`src/rtl/pgx_pkg.sv`:
```
package pgx_pkg;
  typedef enum logic [1:0] {
    RG_LOW = 2'b00,
    RG_MID = 2'b01,
    RG_WIN = 2'b10,
    RG_TOP = 2'b11
  } region_t;

  function automatic region_t region_of(input logic [1:0] top_bits);
    region_t r;
    case (top_bits)
      2'b00:   r = RG_LOW;
      2'b01:   r = RG_MID;
      2'b10:   r = RG_WIN;
      default: r = RG_TOP;
    endcase
    return r;
  endfunction
endpackage

```
`src/rtl/pgx_rst_sync.sv`:
```
module pgx_rst_sync #(
  parameter int STAGES = 2
) (
  input  logic clk,
  input  logic rst_n,
  output logic rst_sync_n
);
  logic [STAGES-1:0] chain_q;
  logic [STAGES-1:0] chain_d;

  always_comb begin
    chain_d = {chain_q[STAGES-2:0], 1'b1};
  end

  always_ff @(posedge clk or negedge rst_n) begin
    if (!rst_n) chain_q <= '0;
    else        chain_q <= chain_d;
  end

  assign rst_sync_n = chain_q[STAGES-1];
endmodule

```
`src/rtl/pgx_page_regs.sv`:
```
module pgx_page_regs #(
  parameter int PG_W  = 8,
  parameter int N_REG = 2,
  localparam int SEL_W = (N_REG > 1) ? $clog2(N_REG) : 1
) (
  input  logic             clk,
  input  logic             rst_n,
  input  logic [SEL_W-1:0] sel,
  input  logic             we,
  input  logic [PG_W-1:0]  wdata,
  output logic [PG_W-1:0]  rdata,
  output logic [PG_W-1:0]  page_q [N_REG]
);
  for (genvar i = 0; i < N_REG; i++) begin : g_reg
    logic [PG_W-1:0] nxt;
    logic            wen;

    always_comb begin
      wen = we && (sel == SEL_W'(i));
      nxt = wen ? wdata : page_q[i];
    end

    always_ff @(posedge clk or negedge rst_n) begin
      if (!rst_n) page_q[i] <= '0;
      else        page_q[i] <= nxt;
    end
  end

  always_comb begin
    rdata = '0;
    for (int k = 0; k < N_REG; k++) begin
      if (sel == SEL_W'(k)) rdata = page_q[k];
    end
  end
endmodule

```
`src/rtl/pgx_addr_map.sv`:
```
module pgx_addr_map
  import pgx_pkg::*;
#(
  parameter int              LA_W     = 16,
  parameter int              IDX_W    = 4,
  parameter logic [IDX_W-1:0] FIX_TOP = 4'hF,
  parameter logic [IDX_W-1:0] FIX_MID = 4'hE,
  parameter logic [IDX_W-1:0] FIX_LOW = 4'h0,
  localparam int OFS_W = LA_W - 2,
  localparam int GA_W  = IDX_W + OFS_W
) (
  input  logic [LA_W-1:0]  loc_addr,
  input  logic [IDX_W-1:0] idx_cpu,
  input  logic [IDX_W-1:0] idx_dbg,
  input  logic             use_dbg,
  output logic [GA_W-1:0]  glb_addr,
  output logic             in_window
);
  region_t          rgn;
  logic [IDX_W-1:0] idx_win;
  logic [IDX_W-1:0] idx_out;

  always_comb begin
    rgn     = region_of(loc_addr[LA_W-1:LA_W-2]);
    idx_win = use_dbg ? idx_dbg : idx_cpu;
    case (rgn)
      RG_WIN:  idx_out = idx_win;
      RG_TOP:  idx_out = FIX_TOP;
      RG_MID:  idx_out = FIX_MID;
      default: idx_out = FIX_LOW;
    endcase
    in_window = (rgn == RG_WIN);
    glb_addr  = {idx_out, loc_addr[OFS_W-1:0]};
  end
endmodule

```
`src/rtl/pgx_overlay_dec.sv`:
```
module pgx_overlay_dec #(
  parameter int              LA_W     = 16,
  parameter int              PG_W     = 8,
  parameter logic [PG_W-1:0] OVL_PAGE = 8'hFF,
  parameter logic [7:0]      OVL_HI   = 8'hBF
) (
  input  logic            dbg_active,
  input  logic [PG_W-1:0] page_cpu,
  input  logic [LA_W-1:0] loc_addr,
  output logic            ovl_sel
);
  always_comb begin
    ovl_sel = dbg_active && (page_cpu == OVL_PAGE) &&
              (loc_addr[LA_W-1:LA_W-8] == OVL_HI);
  end
endmodule

```
`src/rtl/pgx_top.sv`:
```
module pgx_top #(
  parameter int LA_W  = 16,
  parameter int PG_W  = 8,
  parameter int IDX_W = 4,
  localparam int GA_W = IDX_W + LA_W - 2
) (
  input  logic            clk,
  input  logic            rst_n,
  input  logic [LA_W-1:0] loc_addr,
  input  logic            dbg_access,
  input  logic            dbg_page_en,
  input  logic            dbg_active,
  input  logic            reg_sel,
  input  logic            reg_we,
  input  logic [PG_W-1:0] reg_wdata,
  output logic [PG_W-1:0] reg_rdata,
  output logic [GA_W-1:0] glb_addr,
  output logic            ovl_sel,
  output logic            page_hit
);
  logic            rst_sync_n;
  logic [PG_W-1:0] page_q [2];
  logic            use_dbg;

  pgx_rst_sync #(.STAGES(2)) u_rst (
    .clk(clk), .rst_n(rst_n), .rst_sync_n(rst_sync_n)
  );

  pgx_page_regs #(.PG_W(PG_W), .N_REG(2)) u_regs (
    .clk(clk), .rst_n(rst_sync_n), .sel(reg_sel), .we(reg_we),
    .wdata(reg_wdata), .rdata(reg_rdata), .page_q(page_q)
  );

  assign use_dbg = dbg_access && dbg_page_en;

  pgx_addr_map #(.LA_W(LA_W), .IDX_W(IDX_W)) u_map (
    .loc_addr(loc_addr), .idx_cpu(page_q[0][IDX_W-1:0]),
    .idx_dbg(page_q[1][IDX_W-1:0]), .use_dbg(use_dbg),
    .glb_addr(glb_addr), .in_window(page_hit)
  );

  pgx_overlay_dec #(.LA_W(LA_W), .PG_W(PG_W)) u_ovl (
    .dbg_active(dbg_active), .page_cpu(page_q[0]),
    .loc_addr(loc_addr), .ovl_sel(ovl_sel)
  );
endmodule

```
`config.mk`:
```
export PLATFORM = sky130hd
export DESIGN_NAME = pgx_top
export DESIGN_NICKNAME = d
export VERILOG_FILES = /design/src/rtl/pgx_pkg.sv /design/src/rtl/pgx_rst_sync.sv /design/src/rtl/pgx_page_regs.sv /design/src/rtl/pgx_addr_map.sv /design/src/rtl/pgx_overlay_dec.sv /design/src/rtl/pgx_top.sv
export SDC_FILE = /design/constraint.sdc
export NUM_CORES = 1
export LEC_CHECK = 0
export BUFFER_PORTS_ARGS = -buffer_cell sky130_fd_sc_hd__buf_2
export CORE_UTILIZATION = 46
export DETAILED_ROUTE_END_ITERATION = 7
export PLACE_DENSITY = 0.84
export SYNTH_ARGS = -nofsm -noshare
export SYNTH_HDL_FRONTEND = slang
export SYNTH_SLANG_ARGS = --single-unit
export TNS_END_PERCENT = 1
```
`constraint.sdc`:
```
create_clock -name clk -period 1.8 [get_ports clk]
set_clock_uncertainty 0.15 [all_clocks]
set_input_delay 0.27 -clock clk [delete_from_list [all_inputs] [get_ports clk]]
set_output_delay 0.27 -clock clk [all_outputs]
set_load 0.02 [all_outputs]
```
==> reports/qor.yml, run 1 <==
r2r_slack_ps: 840
floorplan.initialDensity_pct: 50.74
seq_area_frac_synth_pct: 43.90
clock_sinks: 18
firstDrtPassIters: 4
worstHoldStart: "reg_wdata[7]"
synth.ff_latch_count: 18
worstPathBufferInverterCount: 1
gp_routability_congestion: 0.7011
pre_cts_ws_ps: 170.5
timing.final.max_slew_violations: 0
cts_tree: "built"
layout_worst_path_cycle_share_pct: 97.20
syn_inst: 77
grtUsageTotal_pct: 17.54
ant_nets: 0
crit_path_cell_trace: "mux2_2 -> a21o_1 -> buf_2"
ys_warn_count: 0
nets: 140
cts-root-buf: "sky130_fd_sc_hd__clkbuf_4"
dp_hpwl_mm: 1.502
grt_setup_unrepaired: "yes"
die-area_mm2: 0.002423
boundaryPins: 59
timing.critical_path.from_type: "register"
timing.final.crit_period_ps: 1750
post_synthesis_share_of_cell_area_spent_on_and_or_nand_and_nor_gates_pct: 6.707
worst-endpoint-arrival_ps: 1330
final_common_cell: "sky130_fd_sc_hd__buf_2"
setup_viol_count_final: 0
crit_path_end_kind: "primary output"
clock_pin_transition_on_the_worst_setup_and_hold_timing_paths_ps: 100
syn2layout_area_growth_pct: 16.95
worst_slew_pin_slew_ps: 632.0
min_delay_worst_endpoint: "u_regs.page_q[7]"
layout_cells_excl_fill: 135
number_of_vias_in_the_routed_layout: 710
cp_slowest_cell: "sky130_fd_sc_hd__dfrtp_1"
dominant_combinational_cell_family_by_area_after_synthesis: "multiplexers"
power.static_leakage_nw: 0.5930
drc_errors: 0
layout_common_cells: "sky130_fd_sc_hd__buf_2 (41), sky130_fd_sc_hd__mux2_2 (20), sky130_fd_sc_hd__dfrtp_1 (18), sky130_fd_sc_hd__mux2_4 (8)"
io_buffer_count: 42
die-height_um: 49.23
synth.area.mux_share_pct: 33.66
depth_of_the_most_critical_reg_to_reg_path: 1
worst_slew_margin_rel_pct: 57.87
finalWirelength_mm: 1.953
wire_length_of_the_first_global_routing_pass_mm: 3.132
insertion_delay_ps: 280
setup_tns_ps: 0
mappedNetlistNets: 108
netlist_area_before_placement_mm2: 0.001026
drt_first_iter_violations: 8
worst_r2r_startpoint: "u_regs.page_q[10]"
worst_path_dominant_cell_family: "flip-flops"
cts_made_buffers: 3
hold_depth: 2
timing.final.hold_violations: 0
diodes: 0
grt_max_degree: 17
hold_path_class: "in2reg"
crit_path_max_fanout: 4
crit_type: "reg2out"
globalRoute.totalOverflow: 0
dp_cells: 130
synthDistinctLibCells: 16
cts-htree-levels: 1
synth-adder-area-share_pct: 0
design.core.area_mm2: 0.002022
max_clock_freq_mhz: 571.6
grt_antenna_before_repair: 0
powerDensity_mw_per_mm2: 873.7
run_status: "finished, final reports clean"
die_w_um: 49.23
worst_slack_ps: 50.45
cts_buffer_depth: 2
crit_path_max_incr_delay_ps: 430
post_route_cells_drive_above_1_share_pct: 73.15
post-layout-total-power_mw: 1.048
n_fill_cell: 191
regToRegEndpoint: "u_regs.page_q[10]"
route.detailed.wl_per_inst_um: 14.47
drv_cap: 0
synth_compound_area_share_pct: 2.927
detail_route.vias_per_cell: 5.259
synthesis.area_per_instance_um2: 13.32
critPathRequiredTime_ps: 1380
synth_xor_area_share_pct: 0
grt_pass1_vias: 708
rows: 16
ir_worst_vdd_mv: 0.5821
==> area by class of cell <==
cell class,count,area (um^2),area share (%)
flip-flops and latches,18,450.4,37.54
repair buffers,43,222.7,18.56
multi-input cells,43,456.7,38.06
well taps,27,33.78,2.815
clock buffers,4,36.28,3.024
==> repair_timing <==
item | in CTS | in global routing
buffers inserted | 0 | 0
hold buffers | 1 | 0
endpoints found under the setup margin | 1 | 2
endpoints found under the hold margin | 2 | 0
resized for setup | 0 | 3
pin swaps | 1 | 0
==> metrics by stage <==
stage | instance area (um^2) | util, % | hold WS, ps
final | 1200 | 59.34 | 72.01
after global routing | 1200 | 59.34 | 42.16
after CTS | 1189 | 58.79 | 64.09
after detailed placement | 1142 | 56.50 | -92.07
after global placement | 1142 | 56.50 | -94.16
after floorplan | 1026 | - | -175.6
==> flip-flops by register name, indices dropped and copies added (netlist names) <==
signal and flops:
u_regs.page_q 16, u_rst.chain_q 2
==> metal layers <==
| layer | vias up | GRT usage, % | routed length, um |
|---|---|---|---|
| met5 | - | 0 | 0 |
| met4 | 0 | 9.314 | 19 |
| li1 | 322 | - | - |
| met2 | 34 | 31.05 | 1003 |
| met1 | 348 | 18.97 | 786 |
| met3 | 6 | 4.361 | 144 |
==> cells by family after synthesis <==
kind of cell	count (synthesis)
multiplexers	28
other	1
AO/OA/AOI/OAI	4
buffers and inverters	16
AND/OR/NAND/NOR	10
flip-flops	18
==> power by group <==
part / internal (mW) / switching (mW)
combinational: 0.159 / 0.137
clock: 0.123 / 0.120
sequential: 0.459 / 0.0501
==> cells in the mapped netlist <==
cell                      instances  area, um^2
sky130_fd_sc_hd__mux2_2          20       225.2
sky130_fd_sc_hd__dfrtp_1         18       450.4
sky130_fd_sc_hd__buf_4           14       105.1
sky130_fd_sc_hd__mux2_4           8       120.1
sky130_fd_sc_hd__a21o_1           3       22.52
sky130_fd_sc_hd__buf_6            2       22.52
sky130_fd_sc_hd__nand2_1          2       7.510
sky130_fd_sc_hd__nand4_1          2       12.51
sky130_fd_sc_hd__and2b_2          1       8.760
sky130_fd_sc_hd__and4_1           1       8.760
sky130_fd_sc_hd__conb_1           1       3.750
sky130_fd_sc_hd__nand2_2          1       6.260
sky130_fd_sc_hd__nand3_1          1       5.000
sky130_fd_sc_hd__nor2b_4          1       13.76
sky130_fd_sc_hd__nor4_1           1       6.260
sky130_fd_sc_hd__o21a_1           1       7.510
==> how the worst max path moves through the flow <==
stage                                 start      endpoint  slack (ps)  cells past startpoint
after floorplan                loc_addr[14]       ovl_sel          60                      3
after global placement           dbg_access  glb_addr[17]         230                      5
after global routing      u_regs.page_q[10]       ovl_sel         -30                      4
after CTS                 u_regs.page_q[10]  glb_addr[16]          50                      3
final                      u_regs.page_q[9]  glb_addr[15]          50                      3
after detailed placement         dbg_access  glb_addr[15]         170                      5
Power figures use the tool's default switching activity.
==> run 2, diff against run 1 <==
CORE_UTILIZATION = 45   (was 46)
PLACE_DENSITY = 0.83   (was 0.84)
==> run 2 against run 1 <==
The flow now finishes with violations (negative setup slack). Fmax shrank 3.0%. Critical path depth grew 1. Die area grew 2.1%. Critical path type unchanged. Highest routed layer unchanged.
==> reports/qor.yml, run 2 (same netlist as run 1, synthesis figures left out) <==
regToRegEndpoint: "u_regs.page_q[8]"
dp_cells: 130  # unchanged
die-area_mm2: 0.002475  # +2.1%
worst-endpoint-arrival_ps: 1380  # +50 ps
boundaryPins: 59  # unchanged
post_route_cells_drive_above_1_share_pct: 72.48  # -0.67 points
crit_type: "reg2out"
postLayoutCoreUtil_pct: 58.58  # -0.77 points
run_status: "complete, but fails checks"
cts_tree: "built"
crit_path_end_kind: "primary output"
clock_sinks: 18  # unchanged
grt_pass1_vias: 709  # +0.14%
layout_common_cells: "sky130_fd_sc_hd__buf_2 (42), sky130_fd_sc_hd__mux2_2 (20), sky130_fd_sc_hd__dfrtp_1 (18), sky130_fd_sc_hd__mux2_4 (8)"
worst_slew_margin_rel_pct: 57.46  # -0.40 points
insertion_delay_ps: 290  # about the same
cts-htree-levels: 1  # unchanged
grt_max_degree: 17  # unchanged
rows: 16  # unchanged
setup_viol_count_final: 1  # +1
design.core.area_mm2: 0.002042  # +0.99%
cts-root-buf: "sky130_fd_sc_hd__clkbuf_4"
timing.critical_path.from_type: "register"
largest_register: "u_regs.page_q"
ant_nets: 0  # unchanged
worst_slack_ps: -4.067  # -54.52 ps
dp_hpwl_mm: 1.480  # -1.4%
power.static_leakage_nw: 0.5935  # about the same
worst_r2r_startpoint: "u_regs.page_q[8]"
finalWirelength_mm: 1.968  # +0.77%
grt_setup_unrepaired: "yes"
die-height_um: 49.75  # +1.1%
timing.final.hold_violations: 0  # unchanged
firstDrtPassIters: 3  # -1
layout_worst_path_cycle_share_pct: 100.2  # +3.0 points
n_fill_cell: 187  # -2.1%
grt_antenna_before_repair: 0  # unchanged
max_clock_freq_mhz: 554.3  # -3.0%
ir_worst_vdd_mv: 0.6529  # +12%
depth_of_the_most_critical_reg_to_reg_path: 2  # +1
detail_route.vias_per_cell: 4.919  # -6.5%
cts_buffer_depth: 2  # unchanged
drt_first_iter_violations: 1  # -7
seqCellArea_um2: 450.4  # unchanged
registers_with_the_most_flip_flops: "u_regs.page_q (16), u_rst.chain_q (2)"
number_of_vias_in_the_routed_layout: 669  # -5.8%
worstHoldStart: "reg_wdata[0]"
powerDensity_mw_per_mm2: 839.3  # -3.9%
worst_slew_pin_slew_ps: 638.0  # +6.026 ps
critPathRequiredTime_ps: 1380  # about the same
r2r_slack_ps: 750  # -90 ps
grtUsageTotal_pct: 17.35  # -0.18 points
globalRoute.totalOverflow: 0  # unchanged
crit_path_max_fanout: 3  # -1
floorplan.initialDensity_pct: 50.25  # -0.50 points
layout_cells_excl_fill: 136  # +0.74%
drc_errors: 0  # unchanged
gp_routability_congestion: 0.6891  # -1.7%
clock_pin_transition_on_the_worst_setup_and_hold_timing_paths_ps: 100  # about the same
final_common_cell: "sky130_fd_sc_hd__buf_2"
critPathLaunch: "u_regs.page_q[8]"
nets: 142  # +1.4%
hold_path_class: "in2reg"
io_buffer_count: 42  # unchanged
wire_length_of_the_first_global_routing_pass_mm: 3.139  # +0.22%
die_w_um: 49.75  # +1.1%
setup.worst_path.end: "glb_addr[14]"
diodes: 0  # unchanged
multi_input_area_um2: 454.2  # -0.55%
timing.final.crit_period_ps: 1804  # +54.52 ps
cts_made_buffers: 3  # unchanged
failed_checks: "negative setup slack"
largest_register_ffs: 16  # unchanged
hold_slack_ps: 70.31  # -1.704 ps
drv_cap: 0  # unchanged
timing.final.max_slew_violations: 0  # unchanged
syn2layout_area_growth_pct: 16.59
route.detailed.wl_per_inst_um: 14.47  # about the same
-- run 2: changes by cell type in the layout (fill, tap and decap cells not counted) --
cell	before	now
sky130_fd_sc_hd__buf_2	41	42
sky130_fd_sc_hd__nand2_1	1	2
sky130_fd_sc_hd__clkbuf_8	1	0
sky130_fd_sc_hd__buf_4	1	2
sky130_fd_sc_hd__nand2_2	2	1
-- run 2: stage by stage --
step	setup TNS [ps]	setup WS (ps)	cell area, um^2	power, mW
after floorplan	0	59.83	1026	0.7458
after global placement	0	223.5	1142	0.7988
after detailed placement	0	170.2	1142	0.8090
after CTS	-5.355	-5.355	1190	1.010
after global routing	-63.27	-63.27	1196	1.058
final	-4.067	-4.067	1196	1.004
-- run 2: critical path, cell delays in order, from the launching register on --
cell	delay [ps]
sky130_fd_sc_hd__dfrtp_1	400
sky130_fd_sc_hd__buf_4	140
sky130_fd_sc_hd__mux2_2	250
sky130_fd_sc_hd__o21a_1	160
sky130_fd_sc_hd__buf_2	150
-- run 2: final cells by class --
type                       instances  share of cell area, %
tap                               27                  2.824
multi-input combinational         43                  37.97
sequential                        18                  37.66
clock buffer                       3                  1.883
timing repair buffer              45                  19.67
-- run 2: per-layer routing --
metal	vias up	routed length, um	GRT usage [%]
li1	321	-	-
met1	311	782	19.33
met2	33	1017	30.86
met3	4	142	4.938
met4	0	26	6.667
met5	-	0	0
-- run 2: how the worst min path moves through the flow --
stage	slack, ps	cells after the start	endpoint
2_1_floorplan	-180	0	u_rst.chain_q[0]
3_3_place_gp	-90	1	u_rst.chain_q[0]
3_5_place_dp	-90	1	u_rst.chain_q[0]
4_1_cts	70	2	u_regs.page_q[0]
5_1_grt	60	2	u_regs.page_q[6]
6_report	70	2	u_regs.page_q[8]
-- run 2: repair_timing --
action,in CTS,in global routing
buffers inserted,2,0
endpoints found under the setup margin,1,2
endpoints found under the hold margin,2,0
hold buffers,1,0
pin swaps,1,0
resized for setup,0,1
-- run 2: power breakdown --
group          leakage [nW]  switching (mW)  internal (mW)
registers             0.211          0.0462          0.460
clock network        0.0138           0.116         0.0778
logic                 0.369           0.139          0.165
==> run 3, diff against run 2 <==
--- a/config.mk
+++ b/config.mk
@@ -7,2 +7,3 @@
 export LEC_CHECK = 0
+export ABC_AREA = 1
 export BUFFER_PORTS_ARGS = -buffer_cell sky130_fd_sc_hd__buf_2
--- a/constraint.sdc
+++ b/constraint.sdc
@@ -4,2 +4,2 @@
 set_output_delay 0.27 -clock clk [all_outputs]
-set_load 0.02 [all_outputs]
+set_load 0.01 [all_outputs]
==> run 3 against run 2 <==
The run now ends clean. Largest cell class is now flip-flops and latches. Flip-flop and latch count unchanged. Highest routed layer unchanged. Routed wire length is 3.8% lower. Via count is 38% higher. Critical path type unchanged. Combinational power shrank 33%. Sequential power shrank 3%. First-iteration DRC count increased to 25 times the previous value. Clock-buffer cell count unchanged. Sequential share of layout area increased by 0.97 points. Die area shrank 0.36%. Final area shrank 2.5%. Utilization shrank 1.5 points. Final cell count grew 43%.
==> reports/qor.yml, run 3 <==
synth_edf_count: 0  # unchanged
multi_input_area_um2: 382.9  # -16%
grt_pass1_vias: 833  # +17%
timing.final.hold_violations: 0  # unchanged
firstDrtPassIters: 4  # +1
largest_register: "u_regs.page_q"
die_w_um: 49.66  # -0.18%
dominant_combinational_cell_family_by_area_after_synthesis: "simple AND/OR/NAND/NOR gates"
timing.final.crit_period_ps: 1607  # -197.2 ps
max_clock_freq_mhz: 622.3  # +12%
ir_worst_vdd_mv: 0.4596  # -30%
final_common_cell: "sky130_fd_sc_hd__nand2_1"
worst_slew_pin_slew_ps: 618.5  # -19.53 ps
timing.critical_path.from_type: "register"
hold_path_class: "in2reg"
cts-root-buf: "sky130_fd_sc_hd__clkbuf_4"
gp_routability_congestion: 0.7460  # +8.3%
dp_cells: 191  # +47%
layout_worst_path_cycle_share_pct: 89.27  # -11 points
synth-adder-area-share_pct: 0  # unchanged
diodes: 0  # unchanged
drv_cap: 0  # unchanged
synth_top_area_share_pct: 44.06  # +0.16 points
synth_compound_area_share_pct: 12.00  # +9.1 points
worst-endpoint-arrival_ps: 1190  # -190 ps
synthTopCellsByCount: "sky130_fd_sc_hd__nand2_1 (52), sky130_fd_sc_hd__dfrtp_1 (18), sky130_fd_sc_hd__buf_4 (14), sky130_fd_sc_hd__inv_1 (14), sky130_fd_sc_hd__o21ai_1 (14)"
crit_path_max_fanout: 3  # unchanged
netlist_top_cells_area: "sky130_fd_sc_hd__dfrtp_1 (44%), sky130_fd_sc_hd__nand2_1 (19%), sky130_fd_sc_hd__buf_4 (10%)"
io_buffer_count: 42  # unchanged
post_synthesis_share_of_cell_area_spent_on_and_or_nand_and_nor_gates_pct: 25.09  # +18 points
post-layout-total-power_uw: 884.9  # -12%
grtUsageTotal_pct: 17.56  # +0.21 points
setup_tns_ps: 0  # +4.067 ps
power.static_leakage_nw: 0.6743  # +14%
cts-htree-levels: 1  # unchanged
post_route_cells_drive_above_1_share_pct: 29.76  # -43 points
synthesis.area_per_instance_um2: 7.354  # -45%
largest_register_ffs: 16  # unchanged
layout_common_cells: "sky130_fd_sc_hd__nand2_1 (52), sky130_fd_sc_hd__buf_2 (42), sky130_fd_sc_hd__dfrtp_1 (18), sky130_fd_sc_hd__inv_1 (14), sky130_fd_sc_hd__o21ai_1 (14)"
ant_nets: 0  # unchanged
cts_tree: "built"
seqCellArea_um2: 450.4  # unchanged
synth.area.mux_share_pct: 0  # -34 points
registers_with_the_most_flip_flops: "u_regs.page_q (16), u_rst.chain_q (2)"
crit_path_end_kind: "primary output"
route.detailed.wl_per_inst_um: 9.708  # -33%
finalWirelength_mm: 1.893  # -3.8%
netlist.top_cell.by_area: "sky130_fd_sc_hd__dfrtp_1"
worst_slew_margin_rel_pct: 58.77  # +1.3 points
insertion_delay_ps: 280  # about the same
cts_buffer_depth: 2  # unchanged
drc_errors: 0  # unchanged
boundaryPins: 59  # unchanged
yosysMostFrequentCell: "sky130_fd_sc_hd__nand2_1"
timing.final.max_slew_violations: 0  # unchanged
critPathRequiredTime_ps: 1380  # about the same
floorplan.initialDensity_pct: 50.06  # -0.18 points
n_fill_cell: 210  # +12%
worst_slack_ps: 193.1  # +197.2 ps
rows: 16  # unchanged
mappedNetlistNets: 170  # +57%
clock_pin_transition_on_the_worst_setup_and_hold_timing_paths_ps: 90  # about the same
ys_warn_count: 0  # unchanged
netlist_area_before_placement_mm2: 0.001022  # -0.37%
synth_xor_area_share_pct: 0  # unchanged
synthDistinctLibCells: 15  # -1
cts_made_buffers: 3  # unchanged
grt_antenna_before_repair: 0  # unchanged
synth.ff_latch_count: 18  # unchanged
setup_viol_count_final: 0  # -1
die-area_mm2: 0.002466  # -0.36%
syn_inst: 139  # +81%
pre_cts_ws_ps: 438.8  # +268.6 ps
grt_setup_unrepaired: "no"
clock_sinks: 18  # unchanged
seq_area_frac_synth_pct: 44.06  # +0.16 points
die-height_um: 49.66  # -0.18%
syn2layout_area_growth_pct: 14.08
globalRoute.totalOverflow: 0  # unchanged
drt_first_iter_violations: 25  # +24
synthArstFlopShare_pct: 100.0  # unchanged
grt_max_degree: 17  # unchanged
crit_type: "reg2out"
dp_hpwl_mm: 1.480  # about the same
detail_route.vias_per_cell: 4.744  # -3.6%
nets: 201  # +42%
design.core.area_mm2: 0.002042  # unchanged
hold_slack_ps: 80.93  # +10.62 ps
powerDensity_mw_per_mm2: 758.8  # -9.6%
wire_length_of_the_first_global_routing_pass_mm: 3.387  # +7.9%
layout_cells_excl_fill: 195  # +43%
ys.flop_type: "sky130_fd_sc_hd__dfrtp_1"
run_status: "finished, final reports clean"
number_of_vias_in_the_routed_layout: 925  # +38%
## run 3: cell types whose count changed in the layout (fill, tap and decap cells not counted), moves of 7 or more
| cell | before | now |
|---|---|---|
| sky130_fd_sc_hd__o21ai_1 | 0 | 14 |
| sky130_fd_sc_hd__mux2_4 | 8 | 0 |
| sky130_fd_sc_hd__nor2_1 | 0 | 9 |
| sky130_fd_sc_hd__mux2_2 | 20 | 0 |
| sky130_fd_sc_hd__nand2_1 | 2 | 52 |
| sky130_fd_sc_hd__inv_1 | 0 | 14 |
| sky130_fd_sc_hd__o21ai_0 | 0 | 7 |
## run 3: per-layer routing
metal  wire [um]  global-route usage (%)
met2         856                   29.28
met5           0                       0
met1         891                   22.53
met4           2                   4.762
met3         142                   4.321
## run 3: repair_timing
item,4_1_cts,5_1_grt
endpoints found under the hold margin,2,0
gates resized for setup,0,0
hold buffers,1,0
buffers inserted,0,0
## run 3: where the power goes
part / total (mW) / internal (mW) / switching, mW
Sequential: 0.491 / 0.451 / 0.0396
Clock: 0.189 / 0.0776 / 0.112
Combinational: 0.205 / 0.0897 / 0.115
Total: 0.885 / 0.618 / 0.266
## run 3: logic make-up (layout without fill, tap and decap cells)
logic type / Yosys count / in the layout
other cells: 1 / 1
buf+inv: 32 / 61
simple gates: 65 / 65
flops: 18 / 18
compound gates: 23 / 23
## run 3: final timing paths
| check | end | slack, ps | cells past startpoint | from |
|---|---|---|---|---|
| worst min register to register | u_regs.page_q[7] | 110 | 0 | u_rst.chain_q[1] |
| min in group asynchronous | u_regs.page_q[7] | 110 | 0 | u_rst.chain_q[1] |
| worst max-delay path | ovl_sel | 190 | 5 | u_regs.page_q[13] |
| max in group asynchronous | u_regs.page_q[14] | 990 | 0 | u_rst.chain_q[1] |
| worst max register to register | u_regs.page_q[14] | 990 | 0 | u_rst.chain_q[1] |
| worst min-delay path | u_regs.page_q[15] | 80 | 3 | reg_wdata[7] |
## run 3: layout make-up
cell class / count / area share [%]
Multi-Input combinational cell: 89 / 32.83
Clock buffer: 3 / 1.931
Inverter: 15 / 4.828
Tap cell: 27 / 2.897
Sequential cell: 18 / 38.63
Timing Repair Buffer: 43 / 18.88
## run 3: metrics by stage
step / util, % / cell area, um^2
final: 57.11 / 1166
after global routing: 57.11 / 1166
after CTS: 57.11 / 1166
after detailed placement: 55.51 / 1134
after global placement: 55.51 / 1134
after floorplan: - / 1022
## run 3: worst max-delay path, cell delays in order (launching register included)
cell,delay (ps)
sky130_fd_sc_hd__dfrtp_1,390
sky130_fd_sc_hd__nand2_1,60
sky130_fd_sc_hd__nor2_1,150
sky130_fd_sc_hd__nand3_1,90
sky130_fd_sc_hd__nor2_1,90
sky130_fd_sc_hd__buf_2,130
